--- config.mk ---
export PLATFORM = sky130hd
export DESIGN_NAME = ldq_engine
export DESIGN_NICKNAME = d
export VERILOG_FILES = /design/src/rtl/ldq_pkg.sv /design/src/rtl/ldq_desc_regs.sv /design/src/rtl/ldq_csum.sv /design/src/rtl/ldq_poll_timer.sv /design/src/rtl/ldq_engine.sv
export SDC_FILE = /design/constraint.sdc
export NUM_CORES = 1
export LEC_CHECK = 0
export BUFFER_PORTS_ARGS = -buffer_cell sky130_fd_sc_hd__buf_2
export CORE_ASPECT_RATIO = 0.8
export CORE_MARGIN = 2
export CORE_UTILIZATION = 45
export DETAILED_ROUTE_END_ITERATION = 12
export HOLD_SLACK_MARGIN = 0.03
export PLACE_DENSITY_LB_ADDON = 0.08
export SYNTH_ARGS = -nofsm -noshare
export SYNTH_HDL_FRONTEND = slang
export SYNTH_SLANG_ARGS = --single-unit
export TNS_END_PERCENT = 30
--- constraint.sdc ---
create_clock -name clk -period 6.5 [get_ports clk]
set_input_delay 0.65 -clock clk [delete_from_list [all_inputs] [get_ports clk]]
set_output_delay 0.65 -clock clk [all_outputs]
set_load 0.03 [all_outputs]
--- src/rtl/ldq_pkg.sv ---
package ldq_pkg;

    typedef enum logic [2:0] {
        ST_IDLE,
        ST_FETCH,
        ST_CHECK,
        ST_MOVE,
        ST_WB_LEN,
        ST_WB_OWN,
        ST_ADVANCE,
        ST_PARK
    } ldq_state_e;

    localparam int unsigned DESC_WORDS = 4;
    localparam int unsigned DESC_BYTES = DESC_WORDS * 4;
    localparam int unsigned DESC_BITS  = DESC_BYTES * 8;
    localparam int unsigned LEN_W      = 16;

    localparam int unsigned FLG_OWN    = 0;
    localparam int unsigned FLG_SKIP   = 2;
    localparam int unsigned FLG_IRQ    = 7;
    localparam int unsigned EXT_ZLP    = 5;

    localparam logic [7:0] CSUM_GOOD   = 8'hFF;

endpackage

--- src/rtl/ldq_desc_regs.sv ---
module ldq_desc_regs
    import ldq_pkg::*;
#(
    parameter int unsigned WORDS = DESC_WORDS,
    localparam int unsigned IDX_W = $clog2(WORDS)
) (
    input  logic                  clk,
    input  logic                  rst_n,
    input  logic                  load_en,
    input  logic [IDX_W-1:0]      load_idx,
    input  logic [31:0]           load_data,
    output logic [WORDS*32-1:0]   desc_flat
);

    // One holding register per descriptor word; word k lands at bits 32k+.
    for (genvar gi = 0; gi < WORDS; gi++) begin : g_word
        logic [31:0] word_q;
        always_ff @(posedge clk) begin
            if (!rst_n) begin
                word_q <= '0;
            end else if (load_en && (load_idx == IDX_W'(gi))) begin
                word_q <= load_data;
            end
        end
        assign desc_flat[gi*32 +: 32] = word_q;
    end

endmodule

--- src/rtl/ldq_csum.sv ---
module ldq_csum
    import ldq_pkg::*;
#(
    parameter int unsigned NBYTES = DESC_BYTES
) (
    input  logic [NBYTES*8-1:0] desc_flat,
    output logic                sum_ok
);

    logic [7:0] byte_v [NBYTES];
    logic [7:0] total;

    for (genvar gb = 0; gb < NBYTES; gb++) begin : g_byte
        assign byte_v[gb] = desc_flat[gb*8 +: 8];
    end

    always_comb begin
        total = 8'h00;
        for (int k = 0; k < NBYTES; k++) begin
            total = total + byte_v[k];
        end
    end

    assign sum_ok = (total == CSUM_GOOD);

endmodule

--- src/rtl/ldq_poll_timer.sv ---
module ldq_poll_timer #(
    parameter int unsigned POLL_W = 16
) (
    input  logic              clk,
    input  logic              rst_n,
    input  logic              run,
    input  logic [POLL_W-1:0] limit,
    output logic              fire
);

    logic [POLL_W-1:0] cnt_q;
    logic              active;

    assign active = run && (limit != '0);
    assign fire   = active && (cnt_q == limit - 1'b1);

    always_ff @(posedge clk) begin
        if (!rst_n) begin
            cnt_q <= '0;
        end else if (!active || fire) begin
            cnt_q <= '0;
        end else begin
            cnt_q <= cnt_q + 1'b1;
        end
    end

    AST_POLL_BOUND: assert property (@(posedge clk) disable iff (!rst_n)
        active |-> (cnt_q < limit));

endmodule

--- src/rtl/ldq_engine.sv ---
module ldq_engine
    import ldq_pkg::*;
#(
    parameter int unsigned ADDR_W = 32,
    parameter int unsigned POLL_W = 16
) (
    input  logic              clk,
    input  logic              rst_n,
    input  logic              start,
    input  logic              stop,
    input  logic              resume,
    input  logic              csum_en,
    input  logic              rx_mode,
    input  logic [ADDR_W-1:0] queue_base,
    input  logic [POLL_W-1:0] poll_interval,
    output logic              mem_req,
    output logic              mem_we,
    output logic [ADDR_W-1:0] mem_addr,
    output logic [31:0]       mem_wdata,
    input  logic [31:0]       mem_rdata,
    input  logic              mem_ack,
    output logic              xfer_req,
    output logic [ADDR_W-1:0] xfer_addr,
    output logic [LEN_W-1:0]  xfer_len,
    output logic              xfer_zlp,
    input  logic              xfer_done,
    input  logic [LEN_W-1:0]  xfer_count,
    output logic              irq_done,
    output logic              irq_csum,
    output logic              busy,
    output logic              parked,
    output logic [ADDR_W-1:0] cur_desc
);

    localparam int unsigned IDX_W    = $clog2(DESC_WORDS);
    localparam logic [IDX_W-1:0] LAST_IDX = IDX_W'(DESC_WORDS - 1);
    localparam logic [ADDR_W-1:0] LEN_OFS = ADDR_W'(12);

    ldq_state_e        state_q, state_d;
    logic [IDX_W-1:0]  widx_q;
    logic [ADDR_W-1:0] cur_q;
    logic              rxm_q;
    logic              stop_pend_q;
    logic              stop_any;
    logic [LEN_W-1:0]  rcv_q;
    logic              irq_done_q, irq_csum_q;

    logic [DESC_BITS-1:0] desc_flat;
    logic                 sum_ok;
    logic                 poll_fire;
    logic                 load_en;

    // field decode
    logic [7:0]        f_flags;
    logic [LEN_W-1:0]  f_cap;
    logic [31:0]       f_next;
    logic [31:0]       f_buf;
    logic [LEN_W-1:0]  f_len;
    logic [7:0]        f_ext;
    logic [31:0]       f_w0;
    logic [31:0]       f_w3;
    logic              own, skip, want_irq, csum_bad;

    assign f_w0     = desc_flat[31:0];
    assign f_w3     = desc_flat[127:96];
    assign f_flags  = f_w0[7:0];
    assign f_cap    = f_w0[31:16];
    assign f_next   = desc_flat[63:32];
    assign f_buf    = desc_flat[95:64];
    assign f_len    = f_w3[15:0];
    assign f_ext    = f_w3[31:24];
    assign own      = f_flags[FLG_OWN];
    assign skip     = f_flags[FLG_SKIP];
    assign want_irq = f_flags[FLG_IRQ];
    assign csum_bad = csum_en && !sum_ok;
    assign stop_any = stop_pend_q || stop;
    assign load_en  = (state_q == ST_FETCH) && mem_ack;

    ldq_desc_regs #(.WORDS(DESC_WORDS)) u_regs (
        .clk       (clk),
        .rst_n     (rst_n),
        .load_en   (load_en),
        .load_idx  (widx_q),
        .load_data (mem_rdata),
        .desc_flat (desc_flat)
    );

    ldq_csum #(.NBYTES(DESC_BYTES)) u_csum (
        .desc_flat (desc_flat),
        .sum_ok    (sum_ok)
    );

    ldq_poll_timer #(.POLL_W(POLL_W)) u_poll (
        .clk   (clk),
        .rst_n (rst_n),
        .run   (state_q == ST_PARK),
        .limit (poll_interval),
        .fire  (poll_fire)
    );

    // state register
    always_ff @(posedge clk) begin
        if (!rst_n) begin
            state_q <= ST_IDLE;
        end else begin
            state_q <= state_d;
        end
    end

    // next state
    always_comb begin
        state_d = state_q;
        unique case (state_q)
            ST_IDLE:    if (start) state_d = ST_FETCH;
            ST_FETCH:   if (mem_ack && widx_q == LAST_IDX) state_d = ST_CHECK;
            ST_CHECK: begin
                if (!own)          state_d = ST_PARK;
                else if (csum_bad) state_d = ST_IDLE;
                else if (skip)     state_d = ST_ADVANCE;
                else               state_d = ST_MOVE;
            end
            ST_MOVE:    if (xfer_done) state_d = rxm_q ? ST_WB_LEN : ST_WB_OWN;
            ST_WB_LEN:  if (mem_ack) state_d = ST_WB_OWN;
            ST_WB_OWN:  if (mem_ack) state_d = ST_ADVANCE;
            ST_ADVANCE: state_d = stop_any ? ST_IDLE : ST_FETCH;
            ST_PARK: begin
                if (stop_any)                state_d = ST_IDLE;
                else if (resume || poll_fire) state_d = ST_FETCH;
            end
            default:    state_d = ST_IDLE;
        endcase
    end

    // outputs
    always_comb begin
        mem_req   = 1'b0;
        mem_we    = 1'b0;
        mem_addr  = cur_q;
        mem_wdata = '0;
        xfer_req  = 1'b0;
        unique case (state_q)
            ST_FETCH: begin
                mem_req  = 1'b1;
                mem_addr = cur_q + ADDR_W'({widx_q, 2'b00});
            end
            ST_WB_LEN: begin
                mem_req   = 1'b1;
                mem_we    = 1'b1;
                mem_addr  = cur_q + LEN_OFS;
                mem_wdata = {f_w3[31:16], rcv_q};
            end
            ST_WB_OWN: begin
                mem_req   = 1'b1;
                mem_we    = 1'b1;
                mem_wdata = f_w0 & ~(32'h1 << FLG_OWN);
            end
            ST_MOVE:  xfer_req = 1'b1;
            default: ;
        endcase
    end

    assign xfer_addr = f_buf[ADDR_W-1:0];
    assign xfer_len  = rxm_q ? f_cap : f_len;
    assign xfer_zlp  = !rxm_q && f_ext[EXT_ZLP];
    assign irq_done  = irq_done_q;
    assign irq_csum  = irq_csum_q;
    assign busy      = (state_q != ST_IDLE);
    assign parked    = (state_q == ST_PARK);
    assign cur_desc  = cur_q;

    // datapath registers
    always_ff @(posedge clk) begin
        if (!rst_n) begin
            widx_q      <= '0;
            cur_q       <= '0;
            rxm_q       <= 1'b0;
            stop_pend_q <= 1'b0;
            rcv_q       <= '0;
            irq_done_q  <= 1'b0;
            irq_csum_q  <= 1'b0;
        end else begin
            if (state_q != ST_FETCH)  widx_q <= '0;
            else if (mem_ack)         widx_q <= widx_q + 1'b1;

            if (state_q == ST_IDLE && start) begin
                cur_q <= queue_base;
                rxm_q <= rx_mode;
            end else if (state_q == ST_ADVANCE && !stop_any) begin
                cur_q <= f_next[ADDR_W-1:0];
            end

            if (state_q == ST_IDLE) stop_pend_q <= 1'b0;
            else if (stop)          stop_pend_q <= 1'b1;

            if (state_q == ST_MOVE && xfer_done) rcv_q <= xfer_count;

            irq_done_q <= (state_q == ST_WB_OWN) && mem_ack && want_irq;
            irq_csum_q <= (state_q == ST_CHECK) && own && csum_bad;
        end
    end

    AST_IDLE_QUIET: assert property (@(posedge clk) disable iff (!rst_n)
        !busy |-> (!mem_req && !xfer_req));

    AST_MEM_HOLD: assert property (@(posedge clk) disable iff (!rst_n)
        (mem_req && !mem_ack) |=> (mem_req && $stable(mem_addr) && $stable(mem_we)));

    AST_XFER_HOLD: assert property (@(posedge clk) disable iff (!rst_n)
        (xfer_req && !xfer_done) |=> (xfer_req && $stable(xfer_addr) && $stable(xfer_len)));

    AST_NO_OVERLAP: assert property (@(posedge clk) disable iff (!rst_n)
        !(mem_req && xfer_req));

    AST_OWN_RELEASED: assert property (@(posedge clk) disable iff (!rst_n)
        (mem_req && mem_we && mem_addr == cur_q) |-> !mem_wdata[FLG_OWN]);

    AST_STOP_BOUNDARY: assert property (@(posedge clk) disable iff (!rst_n)
        $fell(busy) |-> ($past(state_q) == ST_ADVANCE || $past(state_q) == ST_PARK
                         || $past(state_q) == ST_CHECK));

    AST_CSUM_HALTS: assert property (@(posedge clk) disable iff (!rst_n)
        irq_csum |-> (!busy && !irq_done));

endmodule

# ---- Word level (Yosys, flattened, before mapping)
# Index checks and enable logic that the tools add are counted.
dict set report totals {
  register_bits 201
  latch_bits 0
  mem_bits_rw 0
  mem_bits_ro 0
  inputBits 105
  out_inout_bits 152
  n_memories 0
}
dict set report classes {
  addsub 20
  n_mul 0
  div_mod_pow 0
  magnitude_cmp 0
  n_eq_ne 19
  shift 0
  muxes 21
  bitwise 1
  n_reduce_logical 35
}
# operator n
set ops {}
lappend ops {{$pmux 32 s2} 2}
lappend ops {{$add 8x8->8} 15}
lappend ops {{$mux 32} 2}
lappend ops {{$add 32x4->32} 1}
lappend ops {{$add 32x4->32 const B} 1}
lappend ops {{$mux 3} 10}
lappend ops {{$pmux 3 s8} 1}
lappend ops {{$logic_and 1x1->1} 17}
lappend ops {{$add 16x1->16 const B} 1}
lappend ops {{$eq 16x16->1} 1}
lappend ops {{$mux 16} 1}
lappend ops {{$reduce_bool 16->1} 1}
lappend ops {{$sub 16x1->16 const B} 1}
lappend ops {{$eq 3x3->1 const B} 4}
lappend ops {{$eq 8x8->1 const B} 1}
lappend ops {{$ne 2x2->1 const B} 4}
lappend ops {{$reduce_or 2->1} 4}
lappend ops {{$eq 3x2->1 const B} 2}
lappend ops {{$reduce_and 6->1} 1}
lappend ops {{$mux 1} 5}
lappend ops {{$eq 2x2->1 const B} 2}
lappend ops {{$logic_not 1->1} 4}
lappend ops {{$eq 3x1->1 const B} 1}
lappend ops {{$logic_not 3->1} 1}
lappend ops {{other kinds (11)} 13}

# ---- Logic depth before layout (Yosys ltp)
# Gate-level depths: netlist (run 1).
dict set report depth {
  depth_word 21
  mapped_depth 19
}

# ---- Hierarchy
# A second synthesis (run 1) with hierarchy kept.
dict set report unflattened {
  hier_cells 1309
  area_unflattened_um2 12573.3
}
# mod n_inst cells_each area_per_inst_um2 seq_area_each_um2
set modules_own_cells {}
lappend modules_own_cells {ldq_desc_regs 1 453 4792.1 2562.5}
lappend modules_own_cells {ldq_engine 1 438 3791.1 1141.1}
lappend modules_own_cells {ldq_csum 1 250 2681.3 0.0}
lappend modules_own_cells {ldq_poll_timer 1 168 1308.8 320.3}

# ---- Worst setup path after synthesis (run 1)
# OpenSTA, ideal clock, no wires.
dict set report synth_timing {
  kind {register -> register}
  from {reg u_regs.g_word[1].word_q[10]}
  to {reg state_q[1]}
  setup_time_ns 0.095
  arrival_time_ns 5.554
  required_time_ns 6.405
  path_slack_ns 0.851
  stages_incl_launch_ff 20
  n_path_buf 0
  synth_period_minus_slack_ns 5.649
  path_cell_list {dfxtp_1 fa_1 inv_1 fa_1 inv_1 fa_1 inv_1 fa_1 fa_1 inv_1 fa_1 ha_1 fa_1 and4_1 nand2_1 nor3b_1 a22o_1 or3b_2 a41o_1 o311ai_1}
}
dict set report synth_via {
  elab_chain_len 17
}
# element line_no
set synth_rtl {}
lappend synth_rtl {{start: declaration} ldq_desc_regs.sv:17} ;# logic [31:0] word_q;
lappend synth_rtl {{start signal: assignment} ldq_desc_regs.sv:22} ;# word_q <= load_data;
lappend synth_rtl {{$add 8x8->8 (11 in series)} ldq_csum.sv:20} ;# total = total + byte_v[k];
lappend synth_rtl {{$eq 8x8->1} ldq_csum.sv:24} ;# assign sum_ok = (total == CSUM_GOOD);
lappend synth_rtl {{$logic_not 1->1} ldq_engine.sv:75} ;# assign csum_bad = csum_en && !sum_ok;
lappend synth_rtl {{$logic_and 1x1->1} ldq_engine.sv:75}
lappend synth_rtl {{$mux 3} ldq_engine.sv:118} ;# else if (csum_bad) state_d = ST_IDLE;
lappend synth_rtl {{$mux 3} ldq_engine.sv:117} ;# if (!own) state_d = ST_PARK;
lappend synth_rtl {{$pmux 3 s8} ldq_engine.sv:113} ;# unique case (state_q)
lappend synth_rtl {{end signal: assignment} ldq_engine.sv:106} ;# state_q <= state_d;
lappend synth_rtl {{end: declaration} ldq_engine.sv:39} ;# ldq_state_e state_q, state_d;
# Every way passes these cells.
# A chain may end at the register's enable or synchronous reset.

# ---- Final worst setup path (run 1)
dict set report layout_timing {
  from {reg u_regs.g_word[0].word_q[2]}
  to {reg state_q[1]}
}
dict set report layout_via {
  elab_chain_len 21
}
# element line_no
set layout_rtl {}
lappend layout_rtl {{start: declaration} ldq_desc_regs.sv:17}
lappend layout_rtl {{start signal: assignment} ldq_desc_regs.sv:22}
lappend layout_rtl {{$add 8x8->8 (15 in series)} ldq_csum.sv:20}
lappend layout_rtl {{$eq 8x8->1} ldq_csum.sv:24}
lappend layout_rtl {{$logic_not 1->1} ldq_engine.sv:75}
lappend layout_rtl {{$logic_and 1x1->1} ldq_engine.sv:75}
lappend layout_rtl {{$mux 3} ldq_engine.sv:118}
lappend layout_rtl {{$mux 3} ldq_engine.sv:117}
lappend layout_rtl {{$pmux 3 s8} ldq_engine.sv:113}
# Every way passes these cells.

==> results.cfg, run 1 <==
[outcome]
outcome = complete, no violations

[placed_design]
dpl.hpwl_mm = 28.1
place_congestion = 0.843
placed_area_um2 = 13400
dp.cells = 1974
dp_slack_ns = 0.663
portBuffers = 256

[worst_hold_path]
hp-class = in2reg

[timing]
finalSetupViolations = 0
holdWs_ns = 0.377
slew_viol_final = 0
fin_skew_ns = 0.00835
fin_ws_ns = 0.614
relSlewSlack = 0.232
rsz0062_at_grt = no
setup_tns_ns = 0
report.final.hold_viol_count = 0
max_freq_mhz = 170
finalCriticalPeriod_ns = 5.89
tightest_slew_ns = 1.15
period_share = 0.906

[layout]
final_core_util = 0.537
drive_gt1_frac = 0.203
nNetsFinal = 1855
area_delta_synth_final_pct = 16.7
final_common_cell = nand2_1
final_cells = 2012
fin_area_um2 = 14200
final_cell_mix = nand2_1, buf_2, dfxtp_1

[worst_setup_path]
crit_fanout = 7
crit_path_max_incr_delay_ns = 0.55
critPathSlowestCell = fa_1
critPathArrivalTime_ns = 6.30
critPathMostFrequentCell = fa_1
endpoint_kind = flop
crit_path_start_kind = flop
cp_data_required_time_ns = 6.92
cpLargestDelayFamily = adder cells
crit_type = reg2reg
worst-path-buf-inv = 4
worstPathCellList = fa_1 > inv_1 > fa_1 > inv_1 > fa_1 > inv_1 > fa_1 > fa_1 > inv_1 > fa_1 > ha_1 > fa_1 > and4_1 > nand2_1 > nor3b_1 > a22o_1 > or3b_2 > a41o_1 > o311ai_1

[synthesis]
synth.distinct_cells = 58
syn_avg_cell_area_um2 = 8.31
syn-cell-area_um2 = 12100
ys_ff_latch = 201
syn-instance-count = 1461
ys_async_sr_fraction = 0
synth-main-ff-cell = dfxtp_1
synth-edff-count = 0
seq_area_frac_synth = 0.332
syn-num-nets = 1675
ys_warn_count = 0

[clock_network]
cts_setup_buffers = 0
cts_resized = 0
cts_buffers = 22
clockBufferDepth = 3
clkTransAtPathRegs_ns = 0.06
cts_tree = done
clock_sinks = 201
cts_hold_buffers = 0
h-tree-depth = 1
cts_root_buf = clkbuf_16
clock_latency_ns = 0.51

[floorplan]
coreArea_um2 = 26400
start_util = 0.460
dieWidth_um = 188
die_h_um = 151
pin_count = 257
dieArea_um2 = 28300
num_rows = 53

[global_route]
grt_pass1_wl_mm = 56.5
grt_usage = 0.260
antenna_found_initial = 2
grt_max_degree = 104
gr-total-overflow = 0
first_global_vias = 9829

[detailed_routing]
dr.first_iter.drc_count = 719
drtPass1Iterations = 5
post_drt_wl_per_cell_um = 18.6
drt_wl_total_mm = 37.4
num_vias = 10500
drcViolationCount = 0
viasPerCell = 5.22
postRouteAntennaNets = 0

[pwr]
peakVddDrop_uv = 166
p_per_area_nw_per_um2 = 277
p_leak_nw = 5.78
totalPowerFinal_mw = 3.93

[run]
cap_violations = 0
-- Yosys cell counts, types with 12 or more instances --
library cell    n  area, um^2
nand2_1       358        1340
dfxtp_1       201        4020
a21oi_1       183         916
inv_1         114         428
fa_1           88        1760
clkbuf_1       79         297
xnor2_1        65         569
nor2_1         50         188
buf_4          34         255
a22o_1         32         280
a22oi_1        31         233
nand3_1        23         115
ha_1           21         263
mux2_2         20         225
xor2_1         20         175
and3_1         16         100
o21ai_0        12        60.1
-- metal layers --
metal | share of wire | vias to the layer above | GRT usage
li1 | - | 5123 | -
met5 | 0.00035 | - | 0
met2 | 0.48 | 301 | 0.441
met1 | 0.44 | 5041 | 0.348
met4 | 0.021 | 2 | 0.0598
met3 | 0.064 | 45 | 0.0452
-- cell families after synthesis --
group,synth area share
xor+xnor,0.0669
mux,0.0235
flops,0.332
fa+ha+maj,0.167
simple gates,0.181
compound gates,0.148
buf+inv,0.0820
-- tightest hold or removal path, delay by kind of cell --
kind | cells | cell delay [ns]
buf+inv | 1 | 0.09
simple gates | 1 | 0.04
compound gates | 1 | 0.05
-- final cells by class --
class | count | area [um^2]
sequential | 201 | 4020
antenna | 1 | 2.50
multi-input combinational | 1031 | 7130
clock buffer | 35 | 701
clock inverter | 2 | 35.0
timing repair buffer | 270 | 1390
tap | 357 | 447
inverter | 115 | 434
fill | 2598 | 12200
-- report_power, final --
| group | switching (mW) | leakage, nW | internal (mW) |
|---|---|---|---|
| Sequential | 0.147 | 1.63 | 1.33 |
| Clock | 0.507 | 0.364 | 0.771 |
| Combinational | 0.780 | 3.79 | 0.399 |
| Total | 1.43 | 5.78 | 2.50 |
-- state kept, by name, summed over array words and instances (netlist names), 2 cells and up --
signal,flops
rcv_q,16
widx_q,2
u_poll.cnt_q,16
cur_desc,32
state_q,3
u_regs.g_word.word_q,128
-- final timing paths --
path                                            startpoint         end  slack [ns]  cells after the start
worst min register to register                   rcv_q[12]   rcv_q[12]        0.46                      2
worst min-delay path                        xfer_count[14]   rcv_q[14]        0.38                      3
worst max register to register  u_regs.g_word[0].word_q[2]  state_q[1]        0.61                     19
worst max-delay path            u_regs.g_word[0].word_q[2]  state_q[1]        0.61                     19
Note: power is estimated with default switching activity, not from simulation.
==> inputs of run 2 (changes only) <==
CORE_UTILIZATION = 29   (was 45)
==> results.cfg, run 2 (synthesized netlist as in run 1, its figures left out) <==
[outcome]
outcome = complete, no violations

[layout]
regMostFlops = u_regs.g_word.word_q
area_delta_synth_final_pct = 19.5
largest_register_ffs = 128
nNetsFinal = 1855
final_cell_mix = nand2_1, buf_2, dfxtp_1
drive_gt1_frac = 0.206
fill_cells = 4386
fin_area_um2 = 14500
final_common_cell = nand2_1
final_core_util = 0.354

[detailed_routing]
num_vias = 10500
postRouteAntennaNets = 0
drt_wl_total_mm = 43.8
drcViolationCount = 0
drtPass1Iterations = 6
viasPerCell = 4.76
dr.first_iter.drc_count = 657
post_drt_wl_per_cell_um = 19.9

[timing]
finalSetupViolations = 0
finalCriticalPeriod_ns = 5.96
max_freq_mhz = 168
rsz0062_at_grt = no
setup_tns_ns = 0
period_share = 0.917
tightest_slew_ns = 1.11
report.final.hold_viol_count = 0
holdWs_ns = 0.328
relSlewSlack = 0.261
slew_viol_final = 0
fin_ws_ns = 0.537
fin_skew_ns = 0.0230

[clock_network]
cts_resized = 0
clock_latency_ns = 0.55
cts_hold_buffers = 0
cts_setup_buffers = 0
h-tree-depth = 1
clkTransAtPathRegs_ns = 0.06
clock_sinks = 201
cts_tree = done
cts_root_buf = clkbuf_16
clockBufferDepth = 3
cts_buffers = 24

[placed_design]
place_congestion = 0.808
placed_area_um2 = 13700
portBuffers = 256
dpl.hpwl_mm = 33.1
dp_slack_ns = 0.542

[worst_hold_path]
hp-start = queue_base[30]
hold_depth = 3
hp-class = in2reg

[worst_setup_path]
endpoint_kind = flop
crit_fanout = 7
startpoint = u_regs.g_word[0].word_q[2]
r2r_cells = 19
crit_path_start_kind = flop
cp_data_required_time_ns = 6.94
rr_startpoint = u_regs.g_word[0].word_q[2]
critPathArrivalTime_ns = 6.40
crit_type = reg2reg

[global_route]
grt_max_degree = 70
grt_usage = 0.199
antenna_found_initial = 2
first_global_vias = 10400
grt_pass1_wl_mm = 66.1
gr-total-overflow = 0

[pwr]
p_leak_nw = 5.83
p_per_area_nw_per_um2 = 286
peakVddDrop_uv = 173

[floorplan]
coreArea_um2 = 41000
dieArea_um2 = 43500
pin_count = 257
num_rows = 66
dieWidth_um = 233
start_util = 0.296
die_h_um = 187

[run]
cap_violations = 0
==> run 2: per-layer routing <==
layer  global-route usage  up-vias  routed length, um
li1                     -     5136                  -
met1                0.268     5121              19700
met2                0.337      204              21400
met3               0.0360       39               1930
met4               0.0338        2                706
met5                    0        -                 13
==> run 2: worst paths after layout <==
check,to,slack [ns]
worst min register to register,rcv_q[0],0.45
worst max-delay path,state_q[1],0.54
worst max register to register,state_q[1],0.54
worst min-delay path,cur_desc[30],0.33
==> run 2: power by group <==
part           internal [mW]  total, mW  leakage [nW]  switching, mW
combinational          0.398       1.20          3.78          0.802
clock                  0.888       1.47         0.419          0.578
sequential              1.32       1.48          1.63          0.154
total                   2.61       4.14          5.83           1.53
==> run 2: area by class of cell <==
class	count	area, um^2	share of cell area
repair buffers	268	1370	0.0946
well taps	544	681	0.0469
clock buffers	33	674	0.0465
multi-input cells	1031	7140	0.492
inverters	115	434	0.0299
clock inverters	11	173	0.0119
flip-flops and latches	201	4020	0.278
diodes	1	2.50	0.000173
==> run 2: critical path, cell delays in order, from the launching register on <==
cell and delay [ns]:
dfxtp_1 0.38, fa_1 0.60, inv_1 0.06, fa_1 0.48
inv_1 0.05, fa_1 0.50, inv_1 0.05, fa_1 0.46
fa_1 0.54, inv_1 0.05, fa_1 0.47, ha_1 0.24
fa_1 0.47, and4_1 0.18, nand2_1 0.07, nor3b_1 0.20
a22o_1 0.27, or3b_2 0.46, a41o_1 0.26, o311ai_1 0.08
==> run 2: per-stage QoR <==
step	std cells	power [mW]
CTS	2203	4.21
finish	2204	4.14
detailed placement	2159	2.72
global placement	2159	2.72
floorplan	1461	2.29
global route	2204	4.39
